===== config.mk =====
export PLATFORM = sky130hd
export DESIGN_NAME = rx_cell_filter
export DESIGN_NICKNAME = d
export VERILOG_FILES = /design/src/rtl/rxf_pkg.sv /design/src/rtl/rxf_gate.sv /design/src/rtl/rxf_judge.sv /design/src/rtl/rxf_store.sv /design/src/rtl/rx_cell_filter.sv
export SDC_FILE = /design/constraint.sdc
export NUM_CORES = 1
export LEC_CHECK = 0
export ABC_AREA = 1
export BUFFER_PORTS_ARGS = -buffer_cell sky130_fd_sc_hd__buf_4
export CORE_ASPECT_RATIO = 0.8
export CORE_UTILIZATION = 62
export DETAILED_ROUTE_END_ITERATION = 16
export GPL_TIMING_DRIVEN = 1
export PLACE_DENSITY_LB_ADDON = 0.08
export SKIP_CTS_REPAIR_TIMING = 1
export SLEW_MARGIN = 20
export SYNTH_ARGS = -nofsm -noshare
export SYNTH_HDL_FRONTEND = slang
export SYNTH_HIERARCHICAL = 1
export SYNTH_SLANG_ARGS = --single-unit

===== constraint.sdc =====
create_clock -name clk -period 1.6 [get_ports clk]
set_clock_uncertainty 0.1 [all_clocks]
set_input_delay 0.16 -clock clk [delete_from_list [all_inputs] [get_ports clk]]
set_output_delay 0.16 -clock clk [all_outputs]
set_load 0.02 [all_outputs]

===== src/rtl/rxf_pkg.sv =====
package rxf_pkg;
  // Outcome of a cell, reported on its end-of-cell word
  typedef enum logic [1:0] {
    VD_NONE = 2'd0,
    VD_KEEP = 2'd1,
    VD_DROP = 2'd2
  } verdict_e;
endpackage


===== src/rtl/rxf_gate.sv =====
// Tracks cell framing and decides per cell whether words are taken.
module rxf_gate (
  input  logic clk,
  input  logic rst_n,
  input  logic in_valid,
  input  logic in_sop,
  input  logic in_eop,
  input  logic rx_disable,
  output logic wr_en,
  output logic cell_end
);
  logic in_cell_q, in_cell_d;
  logic take_q, take_d;
  logic state_en;
  logic sop_seen;

  assign sop_seen = in_valid & in_sop;
  assign state_en = in_valid & (in_sop | in_cell_q);

  always_comb begin
    wr_en     = 1'b0;
    in_cell_d = in_cell_q;
    take_d    = take_q;
    if (sop_seen) begin
      wr_en     = ~rx_disable;
      take_d    = ~rx_disable;
      in_cell_d = ~in_eop;
    end else if (in_valid && in_cell_q) begin
      wr_en     = take_q;
      in_cell_d = ~in_eop;
    end
  end

  assign cell_end = wr_en & in_eop;

  always_ff @(posedge clk or negedge rst_n) begin
    if (!rst_n) begin
      in_cell_q <= 1'b0;
      take_q    <= 1'b0;
    end else if (state_en) begin
      in_cell_q <= in_cell_d;
      take_q    <= take_d;
    end
  end

  // A cell opened while disabled takes none of its later words
  assert_skip_cell_R8: assert property (@(posedge clk) disable iff (!rst_n)
    (sop_seen && rx_disable && !in_eop) |=> !(wr_en && !in_sop));

  // A cell opened while enabled keeps taking words even if disable rises
  assert_hold_choice_R9: assert property (@(posedge clk) disable iff (!rst_n)
    (sop_seen && !rx_disable && !in_eop) ##1 (in_valid && !in_sop) |-> wr_en);
endmodule


===== src/rtl/rxf_judge.sv =====
// Combines error flags and inhibits on the end-of-cell word.
module rxf_judge
  import rxf_pkg::*;
(
  input  logic     clk,
  input  logic     rst_n,
  input  logic     cell_end,
  input  logic     bip_err,
  input  logic     seq_err,
  input  logic     bip_inhibit,
  input  logic     seq_inhibit,
  output verdict_e verdict,
  output logic     cell_drop
);
  logic drop_now;
  logic drop_d, drop_q;

  assign drop_now = (bip_err & ~bip_inhibit) | (seq_err & ~seq_inhibit);

  always_comb begin
    verdict = VD_NONE;
    if (cell_end) verdict = drop_now ? VD_DROP : VD_KEEP;
  end

  assign drop_d = cell_end & drop_now;

  always_ff @(posedge clk or negedge rst_n) begin
    if (!rst_n) drop_q <= 1'b0;
    else        drop_q <= drop_d;
  end

  assign cell_drop = drop_q;

  // A drop pulse never lasts two cycles unless two cells ended back to back
  assert_single_pulse_R7: assert property (@(posedge clk) disable iff (!rst_n)
    (cell_drop && $past(cell_drop)) |-> $past(cell_end, 2));
endmodule


===== src/rtl/rxf_store.sv =====
// Cell store with a committed boundary: a cell becomes readable only after
// its end-of-cell word is kept; a dropped cell is rewound away.
module rxf_store
  import rxf_pkg::*;
#(
  parameter int DATA_W    = 16,
  parameter int MAX_WORDS = 8
) (
  input  logic              clk,
  input  logic              rst_n,
  input  logic              wr_en,
  input  logic [DATA_W-1:0] wr_data,
  input  logic              wr_sop,
  input  logic              wr_eop,
  input  verdict_e          verdict,
  output logic              out_valid,
  output logic [DATA_W-1:0] out_data,
  output logic              out_sop,
  output logic              out_eop
);
  localparam int DEPTH = 2 * MAX_WORDS;
  localparam int AW    = $clog2(DEPTH);
  localparam int PW    = AW + 1;
  localparam int EW    = DATA_W + 2;
  localparam logic [PW-1:0] DEPTH_P = PW'(DEPTH);
  localparam logic [PW-1:0] MAXW_P  = PW'(MAX_WORDS);

  logic [EW-1:0] mem [DEPTH];
  logic [PW-1:0] wr_ptr_q, wr_ptr_d;
  logic [PW-1:0] cm_ptr_q, cm_ptr_d;
  logic [PW-1:0] rd_ptr_q, rd_ptr_d;
  logic          rd_go;
  logic          ov_d, ov_q;
  logic [EW-1:0] rd_word;

  always_comb begin
    wr_ptr_d = wr_ptr_q;
    cm_ptr_d = cm_ptr_q;
    if (wr_en) wr_ptr_d = wr_ptr_q + 1'b1;
    unique case (verdict)
      VD_KEEP: cm_ptr_d = wr_ptr_q + 1'b1;
      VD_DROP: wr_ptr_d = cm_ptr_q;
      default: ;
    endcase
  end

  assign rd_go    = (rd_ptr_q != cm_ptr_q);
  assign rd_ptr_d = rd_ptr_q + PW'(rd_go);
  assign ov_d     = rd_go;
  assign rd_word  = mem[rd_ptr_q[AW-1:0]];

  always_ff @(posedge clk) begin
    if (wr_en) mem[wr_ptr_q[AW-1:0]] <= {wr_sop, wr_eop, wr_data};
  end

  always_ff @(posedge clk or negedge rst_n) begin
    if (!rst_n) begin
      wr_ptr_q <= '0;
      cm_ptr_q <= '0;
      rd_ptr_q <= '0;
      ov_q     <= 1'b0;
    end else begin
      wr_ptr_q <= wr_ptr_d;
      cm_ptr_q <= cm_ptr_d;
      rd_ptr_q <= rd_ptr_d;
      ov_q     <= ov_d;
    end
  end

  always_ff @(posedge clk or negedge rst_n) begin
    if (!rst_n) begin
      out_data <= '0;
      out_sop  <= 1'b0;
      out_eop  <= 1'b0;
    end else if (rd_go) begin
      out_data <= rd_word[DATA_W-1:0];
      out_eop  <= rd_word[DATA_W];
      out_sop  <= rd_word[DATA_W+1];
    end
  end

  assign out_valid = ov_q;

  // Checker state: is an output cell open
  logic open_q;
  always_ff @(posedge clk or negedge rst_n) begin
    if (!rst_n)         open_q <= 1'b0;
    else if (out_valid) open_q <= ~out_eop;
  end

  assert_out_framing_R2: assert property (@(posedge clk) disable iff (!rst_n)
    out_valid |-> (out_sop == !open_q));

  assert_no_overflow_R12: assert property (@(posedge clk) disable iff (!rst_n)
    (wr_ptr_q - rd_ptr_q) < DEPTH_P);

  assert_cell_fits_R12: assert property (@(posedge clk) disable iff (!rst_n)
    (wr_ptr_q - cm_ptr_q) <= MAXW_P);

  assert_verdict_at_end_R7: assert property (@(posedge clk) disable iff (!rst_n)
    (verdict != VD_NONE) |-> (wr_en && wr_eop));
endmodule


===== src/rtl/rx_cell_filter.sv =====
module rx_cell_filter
  import rxf_pkg::*;
#(
  parameter int DATA_W    = 16,
  parameter int MAX_WORDS = 8
) (
  input  logic              clk,
  input  logic              rst_n,
  input  logic              in_valid,
  input  logic [DATA_W-1:0] in_data,
  input  logic              in_sop,
  input  logic              in_eop,
  input  logic              bip_err,
  input  logic              seq_err,
  input  logic              rx_disable,
  input  logic              bip_inhibit,
  input  logic              seq_inhibit,
  output logic              out_valid,
  output logic [DATA_W-1:0] out_data,
  output logic              out_sop,
  output logic              out_eop,
  output logic              cell_drop
);
  // Reset: asserted asynchronously, released on a clock edge
  logic [1:0] rst_pipe_q;
  logic       rst_n_int;
  always_ff @(posedge clk or negedge rst_n) begin
    if (!rst_n) rst_pipe_q <= 2'b00;
    else        rst_pipe_q <= {rst_pipe_q[0], 1'b1};
  end
  assign rst_n_int = rst_pipe_q[1];

  logic     wr_en;
  logic     cell_end;
  verdict_e verdict;

  rxf_gate u_gate (
    .clk        (clk),
    .rst_n      (rst_n_int),
    .in_valid   (in_valid),
    .in_sop     (in_sop),
    .in_eop     (in_eop),
    .rx_disable (rx_disable),
    .wr_en      (wr_en),
    .cell_end   (cell_end)
  );

  rxf_judge u_judge (
    .clk         (clk),
    .rst_n       (rst_n_int),
    .cell_end    (cell_end),
    .bip_err     (bip_err),
    .seq_err     (seq_err),
    .bip_inhibit (bip_inhibit),
    .seq_inhibit (seq_inhibit),
    .verdict     (verdict),
    .cell_drop   (cell_drop)
  );

  rxf_store #(.DATA_W(DATA_W), .MAX_WORDS(MAX_WORDS)) u_store (
    .clk       (clk),
    .rst_n     (rst_n_int),
    .wr_en     (wr_en),
    .wr_data   (in_data),
    .wr_sop    (in_sop),
    .wr_eop    (in_eop),
    .verdict   (verdict),
    .out_valid (out_valid),
    .out_data  (out_data),
    .out_sop   (out_sop),
    .out_eop   (out_eop)
  );

  assert_drop_after_eop_R7: assert property (@(posedge clk) disable iff (!rst_n_int)
    cell_drop |-> $past(in_valid && in_eop));

  assert_drop_cause_R5: assert property (@(posedge clk) disable iff (!rst_n_int)
    cell_drop |-> $past((bip_err && !bip_inhibit) || (seq_err && !seq_inhibit)));

  assert_reset_quiet_R1: assert property (@(posedge clk)
    !rst_n_int |=> !out_valid && !cell_drop);
endmodule


# [Word-level counts from Yosys, hierarchy flattened]
# Memories as Yosys holds them, arrays and structs flattened. A register that Yosys moved wholly into a read port is not among the register bits.
# Cells that the tools add are included.
[classes] n_addsub=2 reduce_logical=6 n_bitwise=12 muxes=10 eq_ne=3
[op_table] op="2-to-1 mux 5 bit" n=2
[op_table] op="AND 1 bit" n=6
[op_table] op="2-to-1 mux 1 bit" n=6
[op_table] op="adder 5 x 1 -> 5 bit" n=1
[op_table] op="adder 5 x 1 -> 5 bit, second input constant" n=1
[op_table] op="!= test 5 bit" n=1
[op_table] op="2-to-1 mux 2 bit" n=2
[op_table] op="inverter 1 bit" n=4
[op_table] op="AND reduction 2 bit" n=2
[op_table] op="nonzero test 2 bit" n=2
[op_table] op="== test 2 x 1 -> 1 bit, second input constant" n=1
[op_table] op="== test 2 bit, second input constant" n=1
[op_table] op="OR 1 bit" n=2
[op_table] op="logical AND 1 bit" n=1
[op_table] op="zero test 1 bit" n=1
[word_totals] elab_cells=42 n_memories=1 register_bits=21 mem_bits_rw=288 output_inout_bits=20 in_bits=26
[mem_list] memory="u_store.mem" words=16 width=18 read_ports=1 rd_ports_with_merged_regs=1 write_ports=1 line="rxf_store.sv:28" rtl="logic [EW-1:0] mem [DEPTH];"

# [Depth between registers and ports, before layout]
# Gate-level depths: netlist of the first run.
[logic_depth] word_depth=7 depth_mapped=13 mapped_depth_nobuf=12

# [By module]
# Netlist of the first run, hierarchy kept.
[modules_own_cells] mod="rxf_store" n_inst=1 seq_area_each_um2=9499.1 cells_each=1259 area_each_um2=13508.0
[modules_own_cells] mod="rxf_gate" n_inst=1 seq_area_each_um2=50.0 cells_each=18 area_each_um2=126.4
[modules_own_cells] mod="rxf_judge" n_inst=1 seq_area_each_um2=25.0 cells_each=10 area_each_um2=77.6
[modules_own_cells] mod="rx_cell_filter" n_inst=1 seq_area_each_um2=50.0 cells_each=3 area_each_um2=53.8

# [Least setup slack after synthesis of the first run]
# No wires, ideal clock.
[synth_timing] path_type="register to register" start="reg u_gate.in_cell_q" end="mem u_store/mem[6][0] (netlist name) (enable)" path_slack_ns=-0.603 stages_incl_launch_ff=8 t_required_ns=1.107 setup_ns=0.393 n_path_buf=1 arrival_ns=1.711 period_less_slack_ns=2.203 path_cell_list="dfrtp_1 > nand2_1 > nand2_1 > nand3_2 > inv_1 > clkbuf_1 > nand2_1 > nor2_1"
[synth_via] elab_chain_len=5
[synth_lines] item="from (decl)" line="rxf_gate.sv:12" rtl="logic in_cell_q, in_cell_d;"
[synth_lines] item="from (signal assigned)" line="rxf_gate.sv:41" rtl="in_cell_q <= in_cell_d;"
[synth_lines] item="logical AND 1 bit" line="rxf_gate.sv:28" rtl="end else if (in_valid && in_cell_q) begin"
[synth_lines] item="2-to-1 mux 1 bit" line="rxf_gate.sv:28"
[synth_lines] item="2-to-1 mux 1 bit" line="rxf_gate.sv:24" rtl="if (sop_seen) begin"
[synth_lines] item="net wr_en" line="rx_cell_filter.sv:33" rtl="logic wr_en;"
[synth_lines] item="2-to-1 mux 1 bit" line="rxf_store.sv:53" rtl="if (wr_en) mem[wr_ptr_q[AW-1:0]] <= {wr_sop, wr_eop, wr_data};"
[synth_lines] item="2-to-1 mux 1 bit (implied by the code)" line="rxf_store.sv:53"
[synth_lines] item="to (decl)" line="rxf_store.sv:28"
# The timed path passes the listed nets, and every way through them passes these cells.

# [Final worst setup path of the first run]
[layout_timing] start="reg u_store.rd_ptr_q[1]" end="reg u_store.out_data[5], read port of u_store.mem"
[layout_via] elab_chain_len=1
[layout_lines] item="from (decl)" line="rxf_store.sv:31" rtl="logic [PW-1:0] rd_ptr_q, rd_ptr_d;"
[layout_lines] item="from (signal assigned)" line="rxf_store.sv:65" rtl="rd_ptr_q <= rd_ptr_d;"
[layout_lines] item="!= test 5 bit" line="rxf_store.sv:47" rtl="assign rd_go = (rd_ptr_q != cm_ptr_q);"
[layout_lines] item="to (decl)" line="rxf_store.sv:17" rtl="output logic [DATA_W-1:0] out_data,"
# Parallel ways exist; a longest one is shown, timed or not.
# A chain may end at the register's enable or synchronous reset.

==> impl_metrics.csv, run 1 <==
group,metric,value,unit
worst_hold_path,hold_path_class,"in2reg",
synthesis,synth-seq-cells,327,
power_and_ir_drop,p_clk_frac,0.241,
sta,post-route-period-util,1.09,
route,via_per_inst,5.54,
clock_network,cts_buffers,31,
sta,fmax,576,MHz
power_and_ir_drop,p_int,18.8,mW
floorplan,dieArea,0.0228,mm²
floorplan,die_y,135,µm
layout,final_common_cell,"nand2_1",
placement,dp_hpwl,20100,µm
sta,rsz0062_at_grt,"yes",
synthesis,synth_top_area_cell,"edfxtp_1",
layout,areaGrowthSynthToFinish,25.3,%
route,antenna_left,0,
power_and_ir_drop,vdd_drop_max,0.00156,V
sta,fin_setup_tns,-5180,ps
power_and_ir_drop,power.net_switching,10.9,mW
floorplan,rows,48,
synthesis,yosysWarnings,6,
synthesis,synth.yosys.seq_area_share,0.699,
grt,grt-ovfl-total,0,
synthesis,syn_area_per_cell,10.7,µm²
power_and_ir_drop,swShare,0.368,
flow_run,drv_cap,0,
clock_network,clk_pin_slew,70,ps
worst_setup_path,cp.required,1930,ps
clock_network,cts.htree.levels,1,
route,firstDrtPassIters,5,
sta,finalSetupViolCount,163,
placement,io_buffers,45,
grt,antenna_found_initial,0,
layout,multi_input_area,0.00373,mm²
sta,layout_setup_ws,-137,ps
grt,grt_pass1_vias,8926,
route,drtIter0Drc,1035,
sta,slew_viol_final,0,
synthesis,netlist_top_cells_area,"edfxtp_1 (63%), nand2_1 (13%), dfrtp_1 (7.1%)",
route,vias,9754,
clock_network,cts_tree,"built",
clock_network,cts_root_buffer,"clkbuf_16",
sta,hold_viol,12,
outcome,status,"finished with violations",
worst_setup_path,cp-start-kind,"flip-flop",
layout,fin_nets,1468,
sta,tightest_slew,577,ps
worst_setup_path,criticalPathCategory,"reg2reg",
layout,layout_common_cells,"nand2_1 (468), edfxtp_1 (288), nand3_1 (147)",
floorplan,core-area,0.0217,mm²
power_and_ir_drop,p_seq_frac,0.360,
layout,antenna_cells,0,
layout,seqCellArea,0.00963,mm²
synthesis,syn_area,0.0138,mm²
synthesis,synth_cell_types,27,
layout,layout-drive-gt1-share,0.201,
grt,grt_max_degree,54,
placement,place_congestion,0.857,
floorplan,die_w,169,µm
clock_network,clock-sinks,327,
floorplan,pin_count,46,
route,routed_wl,35300,µm
layout,stdcell_area,0.0173,mm²
floorplan,initial_utilization,0.635,
outcome,violations,"hold timing, setup timing",
synthesis,synth_nets,1322,
sta,maxSlewHeadroom,0.615,
grt,grt_pass1_wl,49300,µm
clock_network,clock_latency,570,ps
synthesis,synthCells,1290,
worst_setup_path,crit_path_end_kind,"flip-flop",
synthesis,synth_top_area_frac,0.628,
placement,placement.cell_area,0.0153,mm²
power_and_ir_drop,power_density,1720,mW/mm²
sta,period_needed,1740,ps
route,drcViolationCount,0,
power_and_ir_drop,p_comb_frac,0.398,
power_and_ir_drop,p_leak,7.20,nW
route,wl_per_cell,20.0,µm
worst_setup_path,path_max_fanout,17,
sta,timing.hold.ws,-10.5,ps
layout,n_fill_cell,1271,
worst_setup_path,cp_data_arrival_time,2070,ps
clock_network,clock_path_buffers,3,
grt,grtUsageTotal,0.290,
synth_stat cells:
| cell type | count |
|---|---|
| o211ai_1 | 3 |
| nand2_2 | 5 |
| clkinv_1 | 1 |
| buf_4 | 10 |
| nor2_2 | 3 |
| nand2_1 | 490 |
| o21ai_0 | 6 |
| conb_1 | 1 |
| xor2_1 | 6 |
| buf_2 | 27 |
| inv_2 | 1 |
| clkbuf_1 | 8 |
| nand3_1 | 168 |
| inv_1 | 132 |
| buf_6 | 6 |
| dfrtp_1 | 39 |
| buf_1 | 8 |
| nand3_2 | 2 |
| edfxtp_1 | 288 |
| xnor2_1 | 1 |
| a21oi_2 | 1 |
| a21oi_1 | 18 |
| nor2_8 | 1 |
| o221ai_1 | 2 |
| nor2_1 | 54 |
| ha_1 | 6 |
| inv_4 | 3 |
layout make-up:
cell class                 instances  share of cell area
inverter                         137              0.0321
clock buffer                      47              0.0508
tap                              300              0.0218
clock inverter                    11             0.00653
multi-input combinational        767               0.216
timing repair buffer             172               0.114
sequential                       327               0.558
critical path: stages, from the launching register on:
cell and delay (ps):
dfrtp_2 440, buf_4 160, buf_4 140, buf_4 220
nand3_1 130, nand2_1 80, nand2_1 70, nand2_1 50
nor2_1 110, a21oi_1 80
logic make-up (layout without fill, tap and decap cells):
| logic type | after synthesis | in the layout | synth area share |
|---|---|---|---|
| compound gates | 30 | 30 | 0.0123 |
| xor+xnor | 7 | 7 | 0.00445 |
| fa+ha+maj | 6 | 6 | 0.00545 |
| buf+inv | 196 | 367 | 0.0624 |
| flops | 327 | 327 | 0.699 |
| other cells | 1 | 1 | 0.000272 |
| simple gates | 723 | 723 | 0.216 |
power groups by stage:
stage	sequential [mW]	clock, mW	combinational [mW]
final	10.7	7.15	11.8
after global routing	10.7	7.50	12.7
after CTS	10.6	7.20	9.77
after detailed placement	10.8	0	9.70
after global placement	10.8	0	9.48
after floorplan	10.9	0	6.25
sequential cells by signal (all words and copies together), names as in the netlist:
name and cells:
u_store/out_eop 1, u_gate/take_q 1, u_store/rd_ptr_q 5, u_store/wr_ptr_q 5, u_judge/cell_drop 1, rst_pipe_q 2
u_store/out_valid 1, u_store/out_sop 1, u_store/cm_ptr_q 5, u_store/out_data 16, u_gate/in_cell_q 1, u_store/mem 288
worst paths after layout:
| check | start | end | slack [ps] | cells past startpoint |
|---|---|---|---|---|
| max | u_store/rd_ptr_q[1] | u_store/out_data[5] | -140 | 9 |
| min | in_eop | u_store/mem[14][16] | -10 | 2 |
| max reg2reg | u_store/rd_ptr_q[1] | u_store/out_data[5] | -140 | 9 |
| min reg2reg | rst_pipe_q[1] | u_store/rd_ptr_q[3] | 150 | 0 |
| max in group asynchronous | rst_pipe_q[1] | u_store/out_data[11] | 660 | 1 |
| min in group asynchronous | rst_pipe_q[1] | u_store/rd_ptr_q[3] | 150 | 0 |
stage by stage:
| step | std cells | hold WS [ps] | utilization | worst slack [ps] | power (mW) |
|---|---|---|---|---|---|
| after global placement | 1658 | -156 | 0.706 | -200 | 20.3 |
| after floorplan | 1290 | -236 | - | -232 | 17.1 |
| after detailed placement | 1658 | -155 | 0.706 | -294 | 20.5 |
| final | 1761 | -10.5 | 0.796 | -137 | 29.7 |
| after global routing | 1761 | -1.81 | 0.796 | -251 | 30.9 |
| after CTS | 1716 | -735 | 0.752 | -291 | 27.6 |
metal layers:
metal | vias to the layer above | GRT usage | part of all wire
met5 | - | 0 | 0
met4 | 0 | 0.110 | 0.034
met1 | 4608 | 0.409 | 0.41
met2 | 515 | 0.465 | 0.47
li1 | 4527 | - | -
met3 | 104 | 0.0406 | 0.090
Note: power is estimated with default switching activity, not from simulation.
==> inputs of run 2 (changes only) <==
- CORE_UTILIZATION: 62 -> 40
==> run 2 against run 1 <==
The run ends with setup timing left. Cell count increased by 7.6%. Sequential power hardly changed. Register-to-register slack improved by 60 ps. Setup slack improved by 64 ps. Wire length rose by 4.2%. Count of clock-buffer cells in the layout is 3 higher. Utilization shrank 28 points. First-iteration DRC count down 24%. Flip-flop and latch count unchanged. Non-clock buffer count shrank 4. Critical path type unchanged. Critical endpoint is now u_store/rd_ptr_q[4]. Largest cell class unchanged. Largest power group unchanged. Highest routed layer unchanged.
==> impl_metrics.csv, run 2 (synthesized netlist as in run 1, its figures left out) <==
group,metric,value,unit
outcome,status,"finished with violations",
outcome,violations,"setup timing",
placement,place_congestion,0.766,
power_and_ir_drop,vdd_drop_max,0.00104,V
placement,io_buffers,45,
placement,pre_cts_ws,-99.8,ps
route,routed_wl,36800,µm
route,wl_per_cell,19.4,µm
layout,layout-drive-gt1-share,0.187,
floorplan,initial_utilization,0.407,
placement,placement.cell_area,0.0156,mm²
layout,antenna_cells,0,
sta,timing.hold.ws,37.4,ps
clock_network,clock-sinks,327,
route,drcViolationCount,0,
clock_network,cts_buffers,35,
worst_setup_path,critPathTopFamily,"flip-flops",
placement,dp_hpwl,22200,µm
floorplan,dieArea,0.0352,mm²
worst_setup_path,criticalPathCategory,"reg2reg",
grt,antenna_found_initial,0,
floorplan,rows,60,
worst_setup_path,path_cells,"xnor2_2 -> nand2_2 -> nor2_8 -> inv_4 -> ha_4 -> ha_4 -> nand2_2 -> xor2_1",
sta,slew_viol_final,0,
worst_setup_path,crit_path_end_kind,"flip-flop",
layout,stdcell_area,0.0173,mm²
worst_setup_path,cp.required,1930,ps
clock_network,clock_path_buffers,3,
route,via_per_inst,4.91,
sta,rsz0062_at_grt,"yes",
floorplan,die_w,209,µm
floorplan,die_y,168,µm
layout,n_fill_cell,3058,
grt,grt_pass1_vias,8716,
grt,grt_max_degree,44,
layout,largest_reg_flops,288,
grt,grt_pass1_wl,54800,µm
layout,areaGrowthSynthToFinish,25.5,%
route,vias,9295,
worst_setup_path,critPathSlowestCell,"dfrtp_4",
worst_setup_path,path_max_fanout,5,
worst_setup_path,cp-start-kind,"flip-flop",
sta,fmax,598,MHz
route,antenna_left,0,
clock_network,cts_tree,"built",
power_and_ir_drop,power.total,29.4,mW
route,firstDrtPassIters,5,
layout,layout_common_cells,"nand2_1 (471), edfxtp_1 (288), nand3_1 (160)",
clock_network,cts_root_buffer,"clkbuf_16",
sta,hold_viol,0,
layout,fin_nets,1468,
worst_setup_path,cp_num_buf_inv,1,
floorplan,pin_count,46,
floorplan,core-area,0.0338,mm²
sta,finalSetupViolCount,21,
grt,grt-ovfl-total,0,
flow_run,drv_cap,0,
sta,layout_setup_ws,-73.2,ps
layout,final_common_cell,"nand2_1",
sta,period_needed,1670,ps
clock_network,clock_latency,520,ps
power_and_ir_drop,power_density,1700,mW/mm²
power_and_ir_drop,p_leak,7.15,nW
worst_setup_path,crit_path_max_incr_delay,550,ps
worst_hold_path,hold_path_class,"in2reg",
grt,grtUsageTotal,0.209,
route,drtIter0Drc,791,
sta,post-route-period-util,1.05,
worst_setup_path,cp_data_arrival_time,2010,ps
clock_network,clk_pin_slew,60,ps
clock_network,cts.htree.levels,2,
run 2: cell types whose count changed in the layout (fill, tap and decap cells not counted), moves of 3 or more:
cell,previous run,this run
buf_12,29,36
nand3_1,147,160
buf_4,97,89
nand3_2,22,9
inv_2,3,6
nor2_2,2,5
nor2_4,20,17
nand2_1,468,471
buf_6,8,11
run 2: area by class of cell:
cell class                      instances  area, µm²  area share
Clock buffer                           50        962      0.0557
Clock inverter                         12       63.8     0.00369
Inverter                              137        539      0.0312
Multi-Input combinational cell        767       3620       0.209
Sequential cell                       327       9630       0.558
Tap cell                              434        543      0.0314
Timing Repair Buffer                  168       1920       0.111
run 2: final timing paths:
| kind | startpoint | endpoint | slack (ps) | cells after the start |
|---|---|---|---|---|
| max | u_store/rd_ptr_q[0] | u_store/rd_ptr_q[4] | -70 | 8 |
| min in group asynchronous | rst_pipe_q[1] | u_store/wr_ptr_q[2] | 140 | 1 |
| max in group asynchronous | rst_n | rst_pipe_q[1] | 850 | 3 |
| max reg2reg | u_store/rd_ptr_q[0] | u_store/rd_ptr_q[4] | -70 | 8 |
| min reg2reg | rst_pipe_q[1] | u_store/wr_ptr_q[2] | 140 | 1 |
| min | in_sop | u_store/mem[15][17] | 40 | 2 |
run 2: metrics by stage:
step	TNS, ps	instances	util
2_1_floorplan	-1080	1290	-
3_3_place_gp	-6370	1800	0.463
3_5_place_dp	-10850	1800	0.463
4_1_cts	-12980	1862	0.493
5_1_grt	-13960	1895	0.511
6_report	-638	1895	0.511
run 2: where the power goes:
part           internal [mW]  total, mW  switching, mW
registers               10.1       10.7          0.540
logic                   4.31       11.3           7.02
clock network           4.19       7.46           3.27
total                   18.6       29.4           10.8
run 2: layer usage:
layer	global-route usage	wire, µm	up-vias
li1	-	-	4526
met1	0.314	17800	4509
met2	0.320	16600	217
met3	0.0319	1810	43
met4	0.0435	552	0
met5	0	0	-
